File: src/rtl/spi_eeprom_pkg.sv
`timescale 1ns/1ps
package spi_eeprom_pkg;
  typedef enum logic [3:0] {
    S_IDLE, S_GAP, S_POLL_OP, S_POLL_RD, S_WREN,
    S_CMD, S_ADDR, S_RDATA, S_WDATA, S_FIN
  } seq_state_e;

  localparam logic [7:0] OP_READ    = 8'h03;
  localparam logic [7:0] OP_WRITE   = 8'h02;
  localparam logic [7:0] OP_WREN    = 8'h06;
  localparam logic [7:0] OP_RDSR    = 8'h05;
  localparam logic [7:0] OP_HI_ADDR = 8'h08;

  function automatic logic [15:0] swap16(input logic [15:0] w);
    return {w[7:0], w[15:8]};
  endfunction
endpackage

File: src/rtl/spi_bit_engine.sv
`timescale 1ns/1ps
module spi_bit_engine #(
  parameter int DIV_W = 8
) (
  input  logic             clk_i,
  input  logic             rst_ni,
  input  logic [DIV_W-1:0] half_i,
  input  logic             start_i,
  input  logic [15:0]      tx_i,
  input  logic [4:0]       nbits_i,
  input  logic             miso_i,
  output logic             sck_o,
  output logic             mosi_o,
  output logic             done_o,
  output logic [15:0]      rx_o
);
  typedef enum logic [1:0] {E_IDLE, E_LOW, E_HIGH} eng_state_e;

  eng_state_e       st;
  logic [DIV_W-1:0] cnt;
  logic [DIV_W-1:0] half_eff;
  logic [15:0]      sh;
  logic [4:0]       bits;
  logic             last;

  assign half_eff = (half_i == '0) ? DIV_W'(1) : half_i;
  assign last     = (cnt == half_eff - 1'b1);
  assign mosi_o   = (st != E_IDLE) ? sh[15] : 1'b0;

  always_ff @(posedge clk_i or negedge rst_ni) begin
    if (!rst_ni) begin
      st     <= E_IDLE;
      cnt    <= '0;
      sh     <= '0;
      bits   <= '0;
      sck_o  <= 1'b0;
      done_o <= 1'b0;
      rx_o   <= '0;
    end else begin
      done_o <= 1'b0;
      case (st)
        E_IDLE: if (start_i) begin
          sh   <= tx_i;
          bits <= nbits_i;
          cnt  <= '0;
          rx_o <= '0;
          st   <= E_LOW;
        end
        E_LOW: if (last) begin
          cnt   <= '0;
          sck_o <= 1'b1;
          rx_o  <= {rx_o[14:0], miso_i};   // sample on rising edge
          st    <= E_HIGH;
        end else begin
          cnt <= cnt + 1'b1;
        end
        E_HIGH: if (last) begin
          cnt   <= '0;
          sck_o <= 1'b0;
          sh    <= {sh[14:0], 1'b0};       // next bit on falling edge
          bits  <= bits - 1'b1;
          if (bits == 5'd1) begin
            st     <= E_IDLE;
            done_o <= 1'b1;
          end else begin
            st <= E_LOW;
          end
        end else begin
          cnt <= cnt + 1'b1;
        end
        default: st <= E_IDLE;
      endcase
    end
  end
endmodule

File: src/rtl/eeprom_req_check.sv
`timescale 1ns/1ps
module eeprom_req_check #(
  parameter int HOST_W = 16,
  parameter int WORDS  = 256
) (
  input  logic [HOST_W-1:0] offset_i,
  input  logic [HOST_W-1:0] count_i,
  output logic              bad_o
);
  localparam logic [HOST_W:0] LIMIT = (HOST_W+1)'(WORDS);

  logic [HOST_W:0] off_x, cnt_x, room;

  assign off_x = {1'b0, offset_i};
  assign cnt_x = {1'b0, count_i};
  assign room  = LIMIT - off_x;
  assign bad_o = (off_x >= LIMIT) || (count_i == '0) || (cnt_x > room);
endmodule

File: src/rtl/eeprom_seq.sv
`timescale 1ns/1ps
module eeprom_seq
  import spi_eeprom_pkg::*;
#(
  parameter int ADDR_BITS  = 8,
  parameter int PAGE_BYTES = 8,
  parameter int RETRY_MAX  = 8,
  parameter int DIV_W      = 8,
  parameter int HOST_W     = 16
) (
  input  logic              clk_i,
  input  logic              rst_ni,
  input  logic [DIV_W-1:0]  half_i,
  input  logic              req_valid_i,
  input  logic              req_write_i,
  input  logic [HOST_W-1:0] req_offset_i,
  input  logic [HOST_W-1:0] req_count_i,
  input  logic              bad_i,
  input  logic [15:0]       wr_data_i,
  output logic              wr_take_o,
  output logic [15:0]       rd_data_o,
  output logic              rd_valid_o,
  output logic              done_o,
  output logic              err_o,
  output logic              busy_o,
  output logic              cs_no,
  output logic              eng_start_o,
  output logic [15:0]       eng_tx_o,
  output logic [4:0]        eng_nbits_o,
  input  logic              eng_done_i,
  input  logic [15:0]       eng_rx_i
);
  localparam int  PW         = $clog2(RETRY_MAX + 1);
  localparam int  PAGE_WORDS = PAGE_BYTES / 2;
  localparam int  PG_W       = (PAGE_WORDS > 1) ? $clog2(PAGE_WORDS) : 1;
  localparam bit  FOLD_A8    = (ADDR_BITS == 8);
  localparam logic [PW-1:0] LAST_POLL = PW'(RETRY_MAX - 1);

  seq_state_e        st, after_gap;
  logic              launched, is_wr, err_q, cs_q;
  logic [HOST_W-1:0] cur_word, remain;
  logic [PW-1:0]     polls;
  logic [DIV_W-1:0]  gap_cnt, half_eff;
  logic [ADDR_BITS-1:0] addr_field;
  logic [15:0]       tx_addr;
  logic [7:0]        cmd_op;
  logic [PG_W-1:0]   nxt_lo;
  logic              hi_addr, page_end, shifting;

  assign half_eff   = (half_i == '0) ? DIV_W'(1) : half_i;
  assign addr_field = ADDR_BITS'({cur_word, 1'b0});
  assign tx_addr    = 16'(addr_field) << (16 - ADDR_BITS);
  assign hi_addr    = FOLD_A8 && (cur_word >= HOST_W'(128));
  assign cmd_op     = (is_wr ? OP_WRITE : OP_READ) | (hi_addr ? OP_HI_ADDR : 8'h00);
  assign nxt_lo     = cur_word[PG_W-1:0] + 1'b1;
  assign page_end   = (nxt_lo == '0);

  assign shifting    = (st == S_POLL_OP) || (st == S_POLL_RD) || (st == S_WREN) ||
                       (st == S_CMD) || (st == S_ADDR) || (st == S_RDATA) || (st == S_WDATA);
  assign eng_start_o = shifting && !launched;
  assign wr_take_o   = (st == S_WDATA) && !launched;
  assign busy_o      = (st != S_IDLE);
  assign cs_no       = cs_q;

  always_comb begin
    eng_tx_o    = 16'h0000;
    eng_nbits_o = 5'd8;
    case (st)
      S_POLL_OP: eng_tx_o = {OP_RDSR, 8'h00};
      S_WREN:    eng_tx_o = {OP_WREN, 8'h00};
      S_CMD:     eng_tx_o = {cmd_op, 8'h00};
      S_ADDR: begin
        eng_tx_o    = tx_addr;
        eng_nbits_o = 5'(ADDR_BITS);
      end
      S_RDATA:   eng_nbits_o = 5'd16;
      S_WDATA: begin
        eng_tx_o    = swap16(wr_data_i);
        eng_nbits_o = 5'd16;
      end
      default: ;
    endcase
  end

  always_ff @(posedge clk_i or negedge rst_ni) begin
    if (!rst_ni) begin
      st         <= S_IDLE;
      after_gap  <= S_IDLE;
      launched   <= 1'b0;
      is_wr      <= 1'b0;
      err_q      <= 1'b0;
      cs_q       <= 1'b1;
      cur_word   <= '0;
      remain     <= '0;
      polls      <= '0;
      gap_cnt    <= '0;
      rd_data_o  <= '0;
      rd_valid_o <= 1'b0;
      done_o     <= 1'b0;
      err_o      <= 1'b0;
    end else begin
      done_o     <= 1'b0;
      err_o      <= 1'b0;
      rd_valid_o <= 1'b0;
      if (eng_start_o) launched <= 1'b1;
      if (eng_done_i)  launched <= 1'b0;
      case (st)
        S_IDLE: if (req_valid_i) begin
          if (bad_i) begin
            done_o <= 1'b1;
            err_o  <= 1'b1;
          end else begin
            is_wr     <= req_write_i;
            cur_word  <= req_offset_i;
            remain    <= req_count_i;
            polls     <= '0;
            err_q     <= 1'b0;
            after_gap <= S_POLL_OP;
            st        <= S_GAP;
          end
        end
        // chip select held high one half-period between frames
        S_GAP: if (gap_cnt == half_eff - 1'b1) begin
          gap_cnt <= '0;
          cs_q    <= 1'b0;
          st      <= after_gap;
        end else begin
          gap_cnt <= gap_cnt + 1'b1;
        end
        S_POLL_OP: if (eng_done_i) st <= S_POLL_RD;
        S_POLL_RD: if (eng_done_i) begin
          cs_q <= 1'b1;
          if (eng_rx_i[0]) begin
            if (polls == LAST_POLL) begin
              err_q <= 1'b1;
              st    <= S_FIN;
            end else begin
              polls     <= polls + 1'b1;
              after_gap <= S_POLL_OP;
              st        <= S_GAP;
            end
          end else begin
            polls     <= '0;
            after_gap <= is_wr ? S_WREN : S_CMD;
            st        <= S_GAP;
          end
        end
        S_WREN: if (eng_done_i) begin
          cs_q      <= 1'b1;
          after_gap <= S_CMD;
          st        <= S_GAP;
        end
        S_CMD:  if (eng_done_i) st <= S_ADDR;
        S_ADDR: if (eng_done_i) st <= is_wr ? S_WDATA : S_RDATA;
        S_RDATA: if (eng_done_i) begin
          rd_data_o  <= swap16(eng_rx_i);
          rd_valid_o <= 1'b1;
          cur_word   <= cur_word + 1'b1;
          remain     <= remain - 1'b1;
          if (remain == HOST_W'(1)) begin
            cs_q <= 1'b1;
            st   <= S_FIN;
          end
        end
        S_WDATA: if (eng_done_i) begin
          cur_word <= cur_word + 1'b1;
          remain   <= remain - 1'b1;
          if (remain == HOST_W'(1)) begin
            cs_q <= 1'b1;
            st   <= S_FIN;
          end else if (page_end) begin
            cs_q      <= 1'b1;
            after_gap <= S_POLL_OP;
            st        <= S_GAP;
          end
        end
        S_FIN: begin
          done_o <= 1'b1;
          err_o  <= err_q;
          err_q  <= 1'b0;
          st     <= S_IDLE;
        end
        default: st <= S_IDLE;
      endcase
    end
  end
endmodule

File: src/rtl/spi_eeprom_ctrl.sv
`timescale 1ns/1ps
module spi_eeprom_ctrl #(
  parameter int ADDR_BITS  = 8,
  parameter int WORDS      = 256,
  parameter int PAGE_BYTES = 8,
  parameter int RETRY_MAX  = 8,
  parameter int DIV_W      = 8,
  parameter int HOST_W     = 16
) (
  input  logic              clk_i,
  input  logic              rst_ni,
  input  logic [DIV_W-1:0]  sck_half_i,
  input  logic              req_valid_i,
  input  logic              req_write_i,
  input  logic [HOST_W-1:0] req_offset_i,
  input  logic [HOST_W-1:0] req_count_i,
  input  logic [15:0]       wr_data_i,
  output logic              wr_take_o,
  output logic [15:0]       rd_data_o,
  output logic              rd_valid_o,
  output logic              done_o,
  output logic              err_o,
  output logic              busy_o,
  output logic              sck_o,
  output logic              cs_no,
  output logic              mosi_o,
  input  logic              miso_i
);
  logic        bad;
  logic        eng_start, eng_done;
  logic [15:0] eng_tx, eng_rx;
  logic [4:0]  eng_nbits;

  eeprom_req_check #(.HOST_W(HOST_W), .WORDS(WORDS)) u_check (
    .offset_i (req_offset_i),
    .count_i  (req_count_i),
    .bad_o    (bad)
  );

  eeprom_seq #(
    .ADDR_BITS(ADDR_BITS), .PAGE_BYTES(PAGE_BYTES), .RETRY_MAX(RETRY_MAX),
    .DIV_W(DIV_W), .HOST_W(HOST_W)
  ) u_seq (
    .clk_i       (clk_i),
    .rst_ni      (rst_ni),
    .half_i      (sck_half_i),
    .req_valid_i (req_valid_i),
    .req_write_i (req_write_i),
    .req_offset_i(req_offset_i),
    .req_count_i (req_count_i),
    .bad_i       (bad),
    .wr_data_i   (wr_data_i),
    .wr_take_o   (wr_take_o),
    .rd_data_o   (rd_data_o),
    .rd_valid_o  (rd_valid_o),
    .done_o      (done_o),
    .err_o       (err_o),
    .busy_o      (busy_o),
    .cs_no       (cs_no),
    .eng_start_o (eng_start),
    .eng_tx_o    (eng_tx),
    .eng_nbits_o (eng_nbits),
    .eng_done_i  (eng_done),
    .eng_rx_i    (eng_rx)
  );

  spi_bit_engine #(.DIV_W(DIV_W)) u_eng (
    .clk_i   (clk_i),
    .rst_ni  (rst_ni),
    .half_i  (sck_half_i),
    .start_i (eng_start),
    .tx_i    (eng_tx),
    .nbits_i (eng_nbits),
    .miso_i  (miso_i),
    .sck_o   (sck_o),
    .mosi_o  (mosi_o),
    .done_o  (eng_done),
    .rx_o    (eng_rx)
  );
endmodule

File: config.mk
export PLATFORM = sky130hd
export DESIGN_NAME = spi_eeprom_ctrl
export DESIGN_NICKNAME = d
export VERILOG_FILES = /design/src/rtl/spi_eeprom_pkg.sv /design/src/rtl/spi_bit_engine.sv /design/src/rtl/eeprom_req_check.sv /design/src/rtl/eeprom_seq.sv /design/src/rtl/spi_eeprom_ctrl.sv
export SDC_FILE = /design/constraint.sdc
export NUM_CORES = 1
export LEC_CHECK = 0
export BUFFER_PORTS_ARGS = -buffer_cell sky130_fd_sc_hd__buf_2
export CAP_MARGIN = 20
export CORE_ASPECT_RATIO = 1.25
export CORE_UTILIZATION = 43
export CTS_BUF_LIST = sky130_fd_sc_hd__clkbuf_8
export DETAILED_ROUTE_END_ITERATION = 6
export GPL_ROUTABILITY_DRIVEN = 0
export PLACE_DENSITY = 0.61
export SYNTH_ARGS = -nofsm -noshare
export SYNTH_HDL_FRONTEND = slang
export SYNTH_HIERARCHICAL = 1
export SYNTH_SLANG_ARGS = --single-unit
File: constraint.sdc
create_clock -name clk_i -period 5.75 [get_ports clk_i]
set_input_delay 0.2875 -clock clk_i [delete_from_list [all_inputs] [get_ports clk_i]]
set_output_delay 0.2875 -clock clk_i [all_outputs]
set_load 0.01 [all_outputs]
After elaboration in Yosys (flattened, before gate mapping)
Index checks and enable logic that the tools add are counted.
- order comparisons: 3
- multiply operators: 0
- eq/ne operators: 38
- shift operators: 0
- mux-type cells: 94
- $add $sub $neg: 9
- reductions and logical operators: 44
- bitwise logic cells: 2
- div/mod/pow operators: 0
- operator list (operator ; number):
    16-bit 2-to-1 mux ; 10
    16-bit one-hot mux with 2 select lines ; 4
    4-bit 2-to-1 mux ; 31
    16-bit one-hot mux with 5 select lines ; 1
    4-bit one-hot mux with 9 select lines ; 1
    8-bit 2-to-1 mux ; 4
    2-bit by 1-bit != test with 1-bit output (second input constant) ; 14
    1-bit 2-to-1 mux ; 27
    4-bit by 3-bit == test with 1-bit output (second input constant) ; 5
    16-bit by 17-bit > comparator with 1-bit output ; 1
    9-bit by 16-bit subtractor with 17-bit output (first input constant) ; 1
    16-bit by 1-bit adder with 16-bit output (second input constant) ; 1
    8-bit by 1-bit adder with 8-bit output (second input constant) ; 2
    16-bit by 1-bit == test with 1-bit output (second input constant) ; 1
    8-bit == test ; 2
    16-bit by 8-bit >= comparator with 1-bit output (second input constant) ; 1
    16-bit by 9-bit >= comparator with 1-bit output (second input constant) ; 1
    16-bit zero test ; 1
    4-bit one-hot mux with 4 select lines ; 1
    8-bit one-hot mux with 2 select lines ; 1
    2-bit nonzero test ; 8
    16-bit by 1-bit subtractor with 16-bit output (second input constant) ; 1
    5-bit 2-to-1 mux ; 3
    3-bit AND reduction ; 5
    other kinds (38) ; 63
- bits in registers: 124
- ROM bits: 0
- latch bits: 0
- word-level logic and storage cells: 211
- memory bits (writable): 0
- output and inout port bits: 24
- memories kept: 0

Logic depth before layout (Yosys ltp)
Gate-level depths: netlist of the first run.
- word-level depth: 10
- gate-level depth with buffers: 20

Cells and area by module
The synthesis of the first run kept the hierarchy.
- by module, submodules not included (module ; seq. area each (µm²) ; cells each ; area each (µm²) ; times used):
    eeprom_seq ; 1853.0 ; 539 ; 4604.4 ; 1
    spi_bit_engine ; 1226.2 ; 309 ; 2765.2 ; 1
    eeprom_req_check ; 0.0 ; 90 ; 681.9 ; 1

Least setup slack after synthesis of the first run
Ideal clock, no wire load.
- path type: input-to-reg
- start point: input port req_offset_i[4]
- end point: register u_seq.polls[3]
- path buffers: 0
- arrival: 3.946 ns
- path slack: 1.709 ns
- stages: 16
- path through: or3_4 > or4_4 > a2111o_1 > nor3_1 > xor2_1 > ha_1 > a21oi_1 > o221ai_1 > a21oi_1 > o21ai_0 > a211o_1 > nor2b_1 > nand3b_1 > nand3_1 > or2_2 > o31ai_1
- longest elaborated chain between the ends: 5
- ends and longest elaborated chain (what ; line ; text):
    from (decl) ; spi_eeprom_ctrl.sv:15 ; input logic [HOST_W-1:0] req_offset_i,
    9-bit by 16-bit subtractor with 17-bit output / 16-bit by 9-bit >= comparator with 1-bit output (equally long branches) ; eeprom_req_check.sv:16, eeprom_req_check.sv:17 ;
    16-bit by 17-bit > comparator with 1-bit output / 1-bit logical OR (equally long branches) ; eeprom_req_check.sv:17 ; assign bad_o = (off_x >= LIMIT) || (count_i == '0) || (cnt_x > room);
    1-bit logical OR (*) ; eeprom_req_check.sv:17 ;
    named net bad ; spi_eeprom_ctrl.sv:29 ; logic bad;
    2-bit != test (no line) (*) ; n/a ;
    5-bit AND reduction (no line) (*) ; n/a ;
    to (signal assigned) ; eeprom_seq.sv:138 ; polls <= polls + 1'b1;
    to (decl) ; eeprom_seq.sv:42 ; logic [PW-1:0] polls;
The timed path passes the listed nets; every way through them passes the cells marked *.
A chain may end at the register's enable or synchronous reset.

Worst setup path after layout of the first run
- start point: input port req_offset_i[4]
- end point: register u_seq.st[2]
- longest elaborated chain between the ends: 5
- ends and longest elaborated chain (what ; line ; text):
    9-bit by 16-bit subtractor with 17-bit output / 16-bit by 9-bit >= comparator with 1-bit output (equally long branches) ; eeprom_req_check.sv:16, eeprom_req_check.sv:17 ;
    16-bit by 17-bit > comparator with 1-bit output / 1-bit logical OR (equally long branches) ; eeprom_req_check.sv:17 ;
    1-bit logical OR (*) ; eeprom_req_check.sv:17 ;
    named net bad ; spi_eeprom_ctrl.sv:29 ;
    2-bit != test (no line) (*) ; n/a ;
    12-bit AND reduction (no line) (*) ; n/a ;
    to (signal assigned) ; eeprom_seq.sv:126 ; st <= after_gap;
    to (signal assigned) ; eeprom_seq.sv:154 ; S_ADDR: if (eng_done_i) st <= is_wr ? S_WDATA : S_RDATA;
    to (decl) ; eeprom_seq.sv:39 ; seq_state_e st, after_gap;
Marked as above.

==> impl_metrics.yaml, run 1 <==
outcome:
  status: "finished clean"
logic_synthesis:
  synth_warnings: 6
  async_flop_share_pct: 100
  synth_cells: 938
  synth-main-ff-cell: "dfrtp_1"
  synth_edf_count: 0
  ys_top_cells_by_area: "dfrtp_1, ha_1, a21oi_1"
  syn-mean-instance-area_um2: 8.58
  synth_top_cell_area_share_pct: 37.9
  synth_area_um2: 8050
  yosys.cell_types.count: 81
  yosysTopAreaCell: "dfrtp_1"
  ys_seq_elements: 123
  ys_seq_area_share_pct: 38.2
power_and_ir_drop:
  p_clk_share_pct: 22.1
  switching_share_pct: 44.7
  p_leak_uw: 0.00384
  comb_power_share_pct: 43.7
  p_total_uw: 3220
  vdd_drop_max_mv: 0.181
  internal_power_uw: 1780
  p_seq_share_pct: 34.1
  p_per_area_nw_per_um2: 359
  p_sw_uw: 1440
setup_path:
  required_ps: 6130
  worstPathArrival_ps: 4610
  path_class: "input port to flop"
  start_kind: "input port"
  crit_path_max_fanout: 7
  crit_path_end_kind: "flop"
  rrSetupSlack_ps: 1980
route:
  wl_per_cell_um: 17.2
  ant_nets: 0
  remaining_drc_errors: 0
  wirelength_um: 21300
  routed_via_density: 5.90
  drtIter0Drc: 446
  vias: 7311
  dr.pass1.iters: 4
floorplanning:
  start_util_pct: 44.2
  fp-row-count: 55
  die_area_um2: 19300
  io_pins: 85
  die_h_um: 155
  fp.dieW_um: 124
  coreArea_um2: 18200
global_route:
  grt_overflow_total: 0
  antenna_found_initial: 1
  grt_pass1_vias: 6883
  grt_first_pass_wirelength_um: 35500
  grt_max_degree: 82
  track_usage_pct: 22.8
sta:
  worst_clock_skew_ps: 23.0
  rsz0062_at_grt: "false"
  fin_crit_ps: 4240
  max_freq_mhz: 236
  min_period_over_period_pct: 73.7
  worst_pin_slew_ps: 1100
  finalHoldViolations: 0
  fin_tns_setup_ps: 0
  finalSetupViolCount: 0
  slew_headroom_pct: 26.8
  slew_viol_final: 0
final_layout:
  diodes: 0
  layout-drive-gt1-share_pct: 17.0
  nFillCells: 1822
  area_growth_pct: 11.5
  fin_nets: 1092
cts:
  numCtsBuffers: 17
  htree_num_levels: 4
  clock_path_buffers: 2
  post_cts_resized: 0
  clockRootBuffer: "clkbuf_8"
  clk_pin_slew_ps: 90
  tritoncts: "built"
  clk_latency_ps: 460
  cts.sinks: 123
placement:
  port_buffers: 84
  dp_hpwl_um: 14900
run:
  cap_violations: 0
worst_hold_path:
  hold_path_class: "input port to flop"
==> cell type report <==
class / instances / area (um2) / share of cell area [%]
inverters: 43 / 161 / 1.80
repair buffers: 94 / 520 / 5.80
flip-flops and latches: 123 / 3080 / 34.3
clock buffers: 17 / 234 / 2.61
multi-input cells: 719 / 4570 / 50.9
well taps: 228 / 285 / 3.18
clock inverters: 15 / 129 / 1.44
==> synth_stat cells (11+ instances only) <==
| cell | n |
|---|---|
| nor4_1 | 14 |
| xor2_1 | 19 |
| a21oi_1 | 78 |
| buf_2 | 15 |
| o21ai_1 | 12 |
| o22ai_1 | 46 |
| inv_1 | 42 |
| nand4_1 | 20 |
| nand2_1 | 72 |
| xnor2_1 | 20 |
| dfrtp_1 | 122 |
| clkbuf_1 | 29 |
| and2_1 | 11 |
| nor3_1 | 25 |
| ha_1 | 33 |
| nand3_1 | 49 |
| o21ai_0 | 58 |
| mux2_2 | 21 |
| a31oi_1 | 19 |
| nor2_1 | 72 |
==> kinds of logic after synthesis <==
logic type,Yosys count,share of synthesized area [%]
adders and majority gates,33,5.13
other,1,0.0466
AOI/OAI and AO/OA,281,21.5
xor gates and xnor gates,39,4.24
and+or+nand+nor,336,21.9
muxes,27,3.75
DFF,123,38.2
buffers and inverters,98,5.17
==> power by group through the flow <==
| stage | logic, uW | registers (uW) | clock network (uW) |
|---|---|---|---|
| 6_report | 1410 | 1100 | 713 |
| 5_1_grt | 1580 | 1110 | 776 |
| 2_1_floorplan | 1080 | 1070 | 0 |
| 3_5_place_dp | 1390 | 1110 | 0 |
| 3_3_place_gp | 1390 | 1110 | 0 |
| 4_1_cts | 1390 | 1100 | 739 |
==> worst max-delay path, stage by stage <==
cell,delay [ps]
buf_2,120
or3_4,390
or4_4,520
a2111o_1,500
nor3_1,230
xor2_1,180
ha_1,270
a21oi_1,160
o221ai_1,130
a21oi_1,120
o21ai_0,90
a211o_1,340
nor2b_1,150
nand3b_1,260
a21boi_0,240
o211ai_1,240
nor3_1,240
a22o_1,140
==> timing repair <==
action / CTS / global route
endpoints found under the hold margin: 41 / 0
buffers inserted: 0 / 0
hold buffers: 1 / 0
==> routing by layer <==
layer	wire, um	GRT usage [%]	share of wire, %	up-vias
li1	-	-	-	3572
met1	9700	30.7	46	3491
met2	10000	36.3	47	211
met3	1040	4.57	4.9	35
met4	477	8.66	2.2	2
met5	8	0	0.038	-
==> cell usage in the layout (no fill, tap or decap), types with 4 or more instances in the layout <==
cell and count:
dfrtp_1 122, buf_2 83, a21oi_1 78, nand2_1 72, nor2_1 72, o21ai_0 58, nand3_1 49, o22ai_1 46
inv_1 42, ha_1 33, nor3_1 25, mux2_2 21, xnor2_1 20, nand4_1 20, xor2_1 19, a31oi_1 19
clkbuf_8 17, nor4_1 14, o21ai_1 11, and2_1 11, and3_1 10, buf_4 9, o211ai_1 9, nor2b_1 9
nand2b_1 8, inv_6 7, or3_1 7, nand3b_1 7, or2_2 6, mux2i_1 5, o2bb2ai_1 5, o31ai_1 5
a2bb2oi_1 5, a32oi_1 4, a22oi_1 4
==> path summary, 6_finish.rpt <==
kind                                 startpoint           endpoint  depth (start not counted)
worst max-delay path            req_offset_i[4]        u_seq/st[2]                         18
worst max register to register      u_seq/st[2]      u_eng/bits[2]                          8
max in group asynchronous                rst_ni  u_seq/cur_word[1]                          4
worst min-delay path                     miso_i      u_eng/rx_o[0]                          3
min in group asynchronous                rst_ni   u_seq/gap_cnt[2]                          2
worst min register to register      u_seq/cs_no        u_seq/cs_no                          2
==> flip-flops by register name (all words and copies together), names as in the netlist <==
signal	cells
u_eng/bits	5
u_eng/cnt	8
u_eng/done_o	1
u_eng/rx_o	16
u_eng/sck_o	1
u_eng/sh	16
u_eng/st	2
u_seq/after_gap	3
u_seq/cs_no	1
u_seq/cur_word	16
u_seq/done_o	1
u_seq/err_o	1
u_seq/err_q	1
u_seq/gap_cnt	8
u_seq/is_wr	1
u_seq/launched	1
u_seq/polls	4
u_seq/rd_data_o	16
u_seq/rd_valid_o	1
u_seq/remain	16
u_seq/st	4
==> metrics by stage <==
stage,worst slack (ps),util (%),cell area [um2],hold slack [ps],instances
final,1510,49.2,8980,61.2,1239
after CTS,1610,49.1,8950,36.1,1238
after global placement,1180,47.0,8580,326,1205
after floorplan,1710,-,8060,-8.09,940
after detailed placement,1110,47.0,8580,323,1205
after global routing,1190,49.2,8980,40.2,1239
No activity file was read; power rests on OpenSTA's default activity.
==> run 2, diff against run 1 <==
--- a/config.mk
+++ b/config.mk
@@ -12,7 +12,7 @@
 export CTS_BUF_LIST = sky130_fd_sc_hd__clkbuf_8
 export DETAILED_ROUTE_END_ITERATION = 6
 export GPL_ROUTABILITY_DRIVEN = 0
-export PLACE_DENSITY = 0.61
+export PLACE_DENSITY = 0.64
 export SYNTH_ARGS = -nofsm -noshare
 export SYNTH_HDL_FRONTEND = slang
 export SYNTH_HIERARCHICAL = 1
==> constraint.sdc (replaced) <==
create_clock -name clk_i -period 3.4 [get_ports clk_i]
set_input_delay 0.17 -clock clk_i [delete_from_list [all_inputs] [get_ports clk_i]]
set_output_delay 0.17 -clock clk_i [all_outputs]
set_load 0.01 [all_outputs]
==> run 2 against run 1 <==
Compared with the run above:
- first-iteration DRC count increased by 14%
- combinational power increased by 130%
- flip-flop and latch count unchanged
- total power increased by 99%
- register-to-register slack got worse by 1400 ps
- largest cell class unchanged
- via count increased by 5.9%
- hold slack got worse by 9.4 ps
- the flow now finishes with violations (setup timing)
==> impl_metrics.yaml, run 2 (synthesized netlist as in run 1, its figures left out) <==
cts:
  htree_num_levels: 4
  cts.sinks: 123
  clockRootBuffer: "clkbuf_8"
  clk_latency_ps: 450
  numCtsBuffers: 17
  tritoncts: "built"
  clk_pin_slew_ps: 90
  clock_path_buffers: 2
sta:
  fin_crit_ps: 3720
  worst_clock_skew_ps: 12.7
  slew_viol_final: 0
  max_freq_mhz: 268
  fin_ws_ps: -325
  finalHoldViolations: 0
  slew_headroom_pct: 22.0
  rsz0062_at_grt: "true"
  worst_pin_slew_ps: 1140
  finalSetupViolCount: 44
  min_period_over_period_pct: 110
placement:
  dp_hpwl_um: 15500
  dp.cells: 1247
  port_buffers: 84
floorplanning:
  coreArea_um2: 18200
  die_h_um: 155
  fp-row-count: 55
  start_util_pct: 44.2
  die_area_um2: 19300
  io_pins: 85
  fp.dieW_um: 124
setup_path:
  cp.depth: 19
  slowest_stage: "or4_4"
  path_class: "input port to flop"
  path_buf_inv: 3
  worstPathArrival_ps: 4110
  r2r_start: "u_seq/st[2]"
  crit_family: "simple AND/OR/NAND/NOR gates"
  r2r_cells: 11
  rrSetupSlack_ps: 550
  r2r_end: "u_eng/bits[3]"
  crit_path_max_fanout: 8
  crit_path_max_incr_delay_ps: 430
  cp_cell_sequence: "buf_6 -> or3_4 -> or4_4 -> a2111o_1 -> nor3_2 -> xor2_1 -> ha_1 -> nand4_1 -> o41ai_2 -> nor4_2 -> a211o_1 -> nor2b_1 -> nand3b_1 -> buf_4 -> o21ai_4 -> clkbuf_16 -> a21oi_2 -> nor2_1 -> a21oi_1"
  start_kind: "input port"
  required_ps: 3780
  crit_start: "req_offset_i[2]"
  crit_path_end_kind: "flop"
power_and_ir_drop:
  p_leak_uw: 0.00421
  p_per_area_nw_per_um2: 641
  p_total_uw: 6400
  vdd_drop_max_mv: 0.452
final_layout:
  layout-drive-gt1-share_pct: 26.8
  final_cells: 1301
  area_growth_pct: 24.0
  final_cell_mix: "dfrtp_1, buf_2, nand2_1"
  fin_nets: 1150
  mostFrequentLayoutCell: "dfrtp_1"
global_route:
  grt_max_degree: 73
  grt.busiest_layer: "met2"
  grt_first_pass_wirelength_um: 36500
  grt_use_met3_pct: 4.57
  grt_overflow_total: 0
  grt_use_met1_pct: 29.0
  track_usage_pct: 23.3
  use_met2_pct: 39.3
  grt_pass1_vias: 7387
  antenna_found_initial: 5
route:
  drtIter0Drc: 507
  vias: 7742
  remaining_drc_errors: 0
  wl_per_cell_um: 17.8
  ant_nets: 0
  wirelength_um: 23200
  routed_via_density: 5.95
  dr.pass1.iters: 5
run:
  cap_violations: 0
outcome:
  status: "finished, violations left"
  violations: "setup timing"
worst_hold_path:
  hold_path_class: "input port to flop"
  hold_end: "u_seq/remain[9]"
  hold-path-cell-count: 3
  worstHoldStart: "req_count_i[9]"
## run 2: changes by cell type in the layout (fill, tap and decap cells not counted), moves of 6 or more
cell and delta:
a21oi_1 -22, a21oi_2 +18, buf_12 +6, buf_4 +38, buf_6 +8, o21ai_0 -22
o21ai_1 +10, o21ai_2 +10
## run 2: metal layers
metal  vias to the layer above  part of all wire, %  wire length [um]
met2                       271                   49             11400
met3                        57                  5.3              1240
met5                         -                0.034                 8
met1                      3713                   42              9750
li1                       3699                    -                 -
met4                         2                  3.6               835
## run 2: how the worst max path moves through the flow
stage	slack [ps]	endpoint
5_1_grt	-480	u_seq/st[1]
6_report	-320	u_seq/cur_word[8]
2_1_floorplan	-380	u_seq/st[1]
3_3_place_gp	-670	u_seq/st[2]
4_1_cts	-320	u_seq/st[2]
3_5_place_dp	-800	u_seq/st[2]
## run 2: where the power goes
group,internal [uW],switching (uW)
clock network,661,667
logic,1230,2010
registers,1660,182
total,3550,2860
## run 2: metrics by stage
step	worst slack, ps	setup TNS [ps]	util (%)	hold slack [ps]	cell area (um2)
after global placement	-672	-27590	49.4	267	9010
after floorplan	-377	-13960	-	-126	8140
after global routing	-477	-16460	54.7	69.4	9980
final	-325	-11680	54.8	51.9	9990
after CTS	-322	-10410	52.9	25.7	9650
after detailed placement	-803	-32930	49.4	273	9010
## run 2: final cells by class
cell class / instances / area, um2
Fill cell: 1673 / 8250
Clock inverter: 15 / 163
Sequential cell: 123 / 3080
Inverter: 43 / 161
Tap cell: 228 / 285
Multi-Input combinational cell: 719 / 4920
Clock buffer: 17 / 234
Antenna cell: 4 / 10.0
Timing Repair Buffer: 152 / 1130
## run 2: timing repair
action,in CTS,in global routing
pin swaps,13,25
gates cloned,2,5
setup endpoints to repair,44,45
resized for setup,35,52
hold buffers,4,0
buffers inserted,5,4
hold endpoints to repair,53,0
## run 2: worst min-delay path, cell delays in order
cell and delay [ps]:
buf_2 120, a21oi_1 70, o21ai_1 110
